<file path="src/rtl/fold_le_pkg.sv">
package fold_le_pkg;

  // Number of outputs per element, each with its own register/bypass select bit.
  localparam int LE_OUTS = 2;

  // Truth-table width for a k-input lookup table.
  function automatic int tt_width(input int k);
    return 1 << k;
  endfunction

  // Context bits that carry behaviour: truth table followed by output selects.
  function automatic int used_width(input int k);
    return (1 << k) + LE_OUTS;
  endfunction

endpackage

</file>
<file path="src/rtl/fold_ctx_store.sv">
// Context store: one write port, one registered read port (block RAM shape).
module fold_ctx_store #(
  parameter int DEPTH = 16,
  parameter int W     = 18,
  localparam int AW   = $clog2(DEPTH)
)(
  input  logic          clk,
  input  logic          rst,
  input  logic          we,
  input  logic [AW-1:0] waddr,
  input  logic [W-1:0]  wdata,
  input  logic [AW-1:0] raddr,
  output logic [W-1:0]  rdata
);

  logic [W-1:0] mem [DEPTH];

  always_ff @(posedge clk) begin
    if (we) mem[waddr] <= wdata;
  end

  // Working configuration register, reloaded every cycle from the selected slot.
  always_ff @(posedge clk) begin
    if (rst) rdata <= '0;
    else     rdata <= mem[raddr];
  end

endmodule

</file>
<file path="src/rtl/fold_seq.sv">
// Context sequencer: counts evaluations and steps the context index.
module fold_seq #(
  parameter int NUM_CTX = 16,
  parameter int PW      = 4,
  localparam int IDX_W  = $clog2(NUM_CTX),
  localparam int CNT_W  = $clog2(NUM_CTX + 1)
)(
  input  logic             clk,
  input  logic             rst,
  input  logic             run,
  input  logic [PW-1:0]    fold_lvl,
  input  logic [CNT_W-1:0] ctx_count,
  output logic [IDX_W-1:0] ctx_idx,
  output logic [IDX_W-1:0] rd_idx,
  output logic             ctx_wrap
);

  logic [PW-1:0]    eval_cnt;
  logic [PW-1:0]    lvl_eff;
  logic [CNT_W-1:0] n_eff;
  logic             last_eval;
  logic             last_ctx;
  logic             step;
  logic [IDX_W-1:0] nxt_idx;

  always_comb begin
    lvl_eff = (fold_lvl == '0) ? PW'(1) : fold_lvl;
    if (ctx_count == '0)                   n_eff = CNT_W'(1);
    else if (ctx_count > CNT_W'(NUM_CTX))  n_eff = CNT_W'(NUM_CTX);
    else                                   n_eff = ctx_count;
  end

  assign last_eval = (eval_cnt >= lvl_eff - PW'(1));
  assign last_ctx  = (CNT_W'(ctx_idx) >= n_eff - CNT_W'(1));
  assign step      = run & last_eval;
  assign nxt_idx   = last_ctx ? '0 : ctx_idx + IDX_W'(1);
  assign rd_idx    = step ? nxt_idx : ctx_idx;

  always_ff @(posedge clk) begin
    if (rst) begin
      ctx_idx  <= '0;
      eval_cnt <= '0;
      ctx_wrap <= 1'b0;
    end else begin
      ctx_wrap <= step & last_ctx;
      if (run) begin
        if (last_eval) begin
          eval_cnt <= '0;
          ctx_idx  <= nxt_idx;
        end else begin
          eval_cnt <= eval_cnt + PW'(1);
        end
      end
    end
  end

endmodule

</file>
<file path="src/rtl/fold_lut_ff.sv">
// Lookup table, state flip-flop and per-output bypass selection.
module fold_lut_ff #(
  parameter int LUT_K = 4,
  parameter int NOUT  = 2,
  localparam int TT_W = 1 << LUT_K
)(
  input  logic             clk,
  input  logic             rst,
  input  logic             run,
  input  logic [LUT_K-1:0] din,
  input  logic [TT_W-1:0]  tt,
  input  logic [NOUT-1:0]  osel,
  output logic             lut_y,
  output logic             ff_q,
  output logic [NOUT-1:0]  le_out
);

  assign lut_y = tt[din];

  // Not touched by a context switch: carries a value between folding stages.
  always_ff @(posedge clk) begin
    if (rst)      ff_q <= 1'b0;
    else if (run) ff_q <= lut_y;
  end

  for (genvar g = 0; g < NOUT; g++) begin : g_out
    assign le_out[g] = osel[g] ? ff_q : lut_y;
  end

endmodule

</file>
<file path="src/rtl/fold_le.sv">
module fold_le
  import fold_le_pkg::*;
#(
  parameter int NUM_CTX = 16,
  parameter int CFG_W   = 48,
  parameter int LUT_K   = 4,
  parameter int PW      = 4,
  localparam int IDX_W  = $clog2(NUM_CTX),
  localparam int CNT_W  = $clog2(NUM_CTX + 1)
)(
  input  logic               clk,
  input  logic               rst,
  input  logic               run,
  input  logic [PW-1:0]      fold_lvl,
  input  logic [CNT_W-1:0]   ctx_count,
  input  logic               cfg_we,
  input  logic [IDX_W-1:0]   cfg_addr,
  input  logic [CFG_W-1:0]   cfg_wdata,
  input  logic [LUT_K-1:0]   din,
  output logic               lut_y,
  output logic               ff_q,
  output logic [LE_OUTS-1:0] le_out,
  output logic [IDX_W-1:0]   ctx_idx,
  output logic               ctx_wrap
);

  localparam int TT_W   = tt_width(LUT_K);
  localparam int USED_W = used_width(LUT_K);

  logic [IDX_W-1:0]  rd_idx;
  logic [USED_W-1:0] act_cfg;
  logic              store_we;

  // Writes are blocked while the sequencer runs.
  assign store_we = cfg_we & ~run;

  // Reserved crossbar-select bits are not stored.
  if (CFG_W > USED_W) begin : g_rsv
    logic unused_rsv;
    assign unused_rsv = ^cfg_wdata[CFG_W-1:USED_W];
  end

  fold_seq #(
    .NUM_CTX (NUM_CTX),
    .PW      (PW)
  ) u_seq (
    .clk       (clk),
    .rst       (rst),
    .run       (run),
    .fold_lvl  (fold_lvl),
    .ctx_count (ctx_count),
    .ctx_idx   (ctx_idx),
    .rd_idx    (rd_idx),
    .ctx_wrap  (ctx_wrap)
  );

  fold_ctx_store #(
    .DEPTH (NUM_CTX),
    .W     (USED_W)
  ) u_store (
    .clk   (clk),
    .rst   (rst),
    .we    (store_we),
    .waddr (cfg_addr),
    .wdata (cfg_wdata[USED_W-1:0]),
    .raddr (rd_idx),
    .rdata (act_cfg)
  );

  fold_lut_ff #(
    .LUT_K (LUT_K),
    .NOUT  (LE_OUTS)
  ) u_lut (
    .clk    (clk),
    .rst    (rst),
    .run    (run),
    .din    (din),
    .tt     (act_cfg[TT_W-1:0]),
    .osel   (act_cfg[USED_W-1:TT_W]),
    .lut_y  (lut_y),
    .ff_q   (ff_q),
    .le_out (le_out)
  );

endmodule

</file>
<file path="config.mk">
export PLATFORM = sky130hd
export DESIGN_NAME = fold_le
export DESIGN_NICKNAME = d
export VERILOG_FILES = /design/src/rtl/fold_le_pkg.sv /design/src/rtl/fold_ctx_store.sv /design/src/rtl/fold_seq.sv /design/src/rtl/fold_lut_ff.sv /design/src/rtl/fold_le.sv
export SDC_FILE = /design/constraint.sdc
export NUM_CORES = 1
export LEC_CHECK = 0
export ABC_CLOCK_PERIOD_IN_PS = 9200
export BUFFER_PORTS_ARGS = -buffer_cell sky130_fd_sc_hd__buf_2
export CAP_MARGIN = 20
export CELL_PAD_IN_SITES_DETAIL_PLACEMENT = 0
export CELL_PAD_IN_SITES_GLOBAL_PLACEMENT = 1
export CORE_ASPECT_RATIO = 0.75
export CORE_MARGIN = 5
export CORE_UTILIZATION = 45
export CTS_CLUSTER_DIAMETER = 100
export DETAILED_ROUTE_END_ITERATION = 16
export GPL_TIMING_DRIVEN = 0
export PLACE_DENSITY = 0.82
export REMOVE_ABC_BUFFERS = 1
export SLEW_MARGIN = 40
export SYNTH_ARGS = -nofsm -noshare
export SYNTH_HDL_FRONTEND = slang
export SYNTH_SLANG_ARGS = --single-unit
export TNS_END_PERCENT = 100
</file>
<file path="constraint.sdc">
create_clock -name clk -period 9.2 [get_ports clk]
set_clock_uncertainty 0.05 [all_clocks]
set_input_delay 1.84 -clock clk [delete_from_list [all_inputs] [get_ports clk]]
set_output_delay 1.84 -clock clk [all_outputs]
set_load 0.005 [all_outputs]
</file>
==> impl_metrics.toml <==
[synth]
synth.most_common_cell = "edfxtp_1"
ys_seq_elements = 316
yosysTopAreaCell = "edfxtp_1"
synth_common_cells = "edfxtp_1 (288), a31oi_1 (144), o21ai_0 (143)"
syn-cell-area_um2 = 16420
synth_top_area_share = 0.5267
synth-async-reset-ratio = 0
synth_top_flop_cell = "edfxtp_1"
netlist_instances = 1402
synth_edf_count = 288
ys_types = 50
seq_area_frac_synth = 0.5608
synthTopCellsByArea = "edfxtp_1 (53%), a31oi_1 (5.5%), mux2i_1 (4.5%), o211a_1 (4.4%), o21ai_0 (4.4%)"
ys_warn_count = 0
syn_avg_cell_area_um2 = 11.71

[global_routing]
grt_overflow_total = 0
antenna_found_initial = 1
grt_max_degree = 61
grt_pass1_vias = 12906
met3_usage = 0.04347
grt_use_met1 = 0.2908
gr-usage-met2 = 0.4063
grt_first_pass_wirelength_um = 74140
track_usage = 0.2305
grt_busiest_layer = "met2"

[pwr]
leakage_uw = 0.006842
vdd_drop_max_v = 0.0001336
cellPowerDensity_nw_per_um2 = 174.6

[cts]
cts_buffers = 31
cts_setup_buffers = 0
clockRootBuffer = "clkbuf_16"
ctsLongestPathBuffers = 3
cts_tree = "yes"
clock_latency_ns = 0.57
cts_resized = 0
clk_pin_slew_ns = 0.06
hold_buffers = 0
h-tree-depth = 1
clock_sinks = 316

[worst_setup_path]
critPathKind = "in -> reg"
crit_path_start_kind = "input pin"
required_ns = 9.64
cp.arrival_ns = 6.46
end_kind = "flop"
path_max_fanout = 44

[sta]
setup_slack_ns = 3.181
fin_crit_sh = 0.6542
period_needed_ns = 6.019
worstMarginPinSlew_ns = 0.7729
final_max_slew_viol_count = 0
maxSlewHeadroom = 0.4808
rsz0062_at_grt = "false"
fmax_mhz = 166.2
hold_violations = 0
setup_viol = 0

[die]
start_util = 0.4566
dieArea_um2 = 40450
dieHeight_um = 175.4
num_rows = 60
coreArea_um2 = 35960
chipWidth_um = 230.6
pin_count = 78

[placement]
place_congestion = 0.7103
dp_cells = 1831
place_ws_ns = 2.656
portBuffers = 47
dp_hpwl_um = 30540

[flow_run]
cap_violations = 0

[final_layout]
antenna_cells = 0
nets = 1479
area_growth_pct = 15.64
drive_gt1_frac = 0.1517
final_cell_count_no_fill = 1889
fill_cells = 2946

[drt]
drt_iter0_drc = 1471
drtPass1Iterations = 5
via_per_inst = 6.902
vias = 13037
ant_nets = 0
wl_per_cell_um = 25.88
drt-total-wl_um = 48890
drc = 0

[min_path]
hp-class = "reg -> reg"

[status]
outcome = "complete, no violations"
[state kept, by name, summed over array words and instances (netlist names)]
name	flops
u_lut.ff_q	1
u_store.rdata	18
u_seq.ctx_idx	4
u_store.mem	288
u_seq.ctx_wrap	1
u_seq.eval_cnt	4
[logic make-up after synthesis]
group	synth area share
adder cells (fa/ha/maj)	0.008382
multiplexers	0.05334
AO/OA/AOI/OAI	0.2584
XOR/XNOR	0.002134
flip-flops	0.5608
AND/OR/NAND/NOR	0.05570
buffers and inverters	0.06119
[power by group]
group	total (µW)	leakage, µW	switching [µW]	internal (µW)
logic	403	0.00351	257	146
registers	1610	0.00283	16.3	1590
clock network	1310	0.000506	537	769
total	3320	0.00684	810	2510
[final timing paths]
check | startpoint | to | slack (ns) | cells past startpoint
hold reg to reg | u_seq.eval_cnt[1]$_SDFFE_PP0P_ | u_seq.eval_cnt[1]$_SDFFE_PP0P_ | 0.47 | 2
hold / removal | u_seq.eval_cnt[1]$_SDFFE_PP0P_ | u_seq.eval_cnt[1]$_SDFFE_PP0P_ | 0.47 | 2
setup reg to reg | u_seq.eval_cnt[0]$_SDFFE_PP0P_ | u_store.rdata[11]$_SDFF_PP0_ | 4.60 | 16
setup / recovery | fold_lvl[1] | u_store.rdata[11]$_SDFF_PP0_ | 3.18 | 20
[layout make-up]
class | count | area (µm²) | share of cell area
sequential | 316 | 9213 | 0.4852
multi-input combinational | 842 | 6371 | 0.3355
timing repair buffer | 132 | 1503 | 0.07914
clock buffer | 42 | 827.0 | 0.04356
tap | 465 | 581.8 | 0.03064
inverter | 76 | 285.3 | 0.01502
clock inverter | 16 | 207.7 | 0.01094
[worst max-delay path: stages]
cell and delay, ns:
buf_2 0.11, nor3_1 0.17, nor2_1 0.08, ha_1 0.21, xnor2_1 0.12, ha_1 0.28, o21ai_0 0.14, nand2b_4 0.23
buf_12 0.26, and3_4 0.64, buf_12 0.28, buf_12 0.22, buf_12 0.26, o21ai_1 0.16, a22oi_2 0.37, buf_6 0.22
buf_4 0.23, buf_4 0.23, o211ai_1 0.11, nand4_1 0.19
[routing by layer]
metal / share of wire / up-vias
li1: - / 5745
met1: 0.39 / 6529
met2: 0.50 / 640
met3: 0.080 / 121
met4: 0.027 / 2
met5: 0.00014 / -
[layout by cell type, fill, tap and decap left out, drive strengths merged, types with 5 or more instances in the layout]
cell type and instances:
o211a 72, o21ai 146, a21oi 5, buf 132, a211oi 72, nor2 20, o211ai 72, dfxtp 28
nand2b 7, nor3 10, mux4 5, edfxtp 288, a31oi 144, inv 77, ha 11, bufinv 5
nand4 92, mux2i 74, clkinv 10, a221oi 73, clkbuf 42
[per-stage QoR]
stage,total power (µW),hold slack [ns],cell area [µm²],utilization,TNS [ns]
floorplan,1874,0.4226,15700,-,-65.14
global placement,2008,0.4538,16520,0.4593,-189.37
detailed placement,2033,0.4609,17950,0.4993,0
CTS,3326,0.4719,18990,0.5280,0
global route,3415,0.5034,18990,0.5280,0
finish,3316,0.4732,18990,0.5280,0
(Power assumes the default switching activity.)
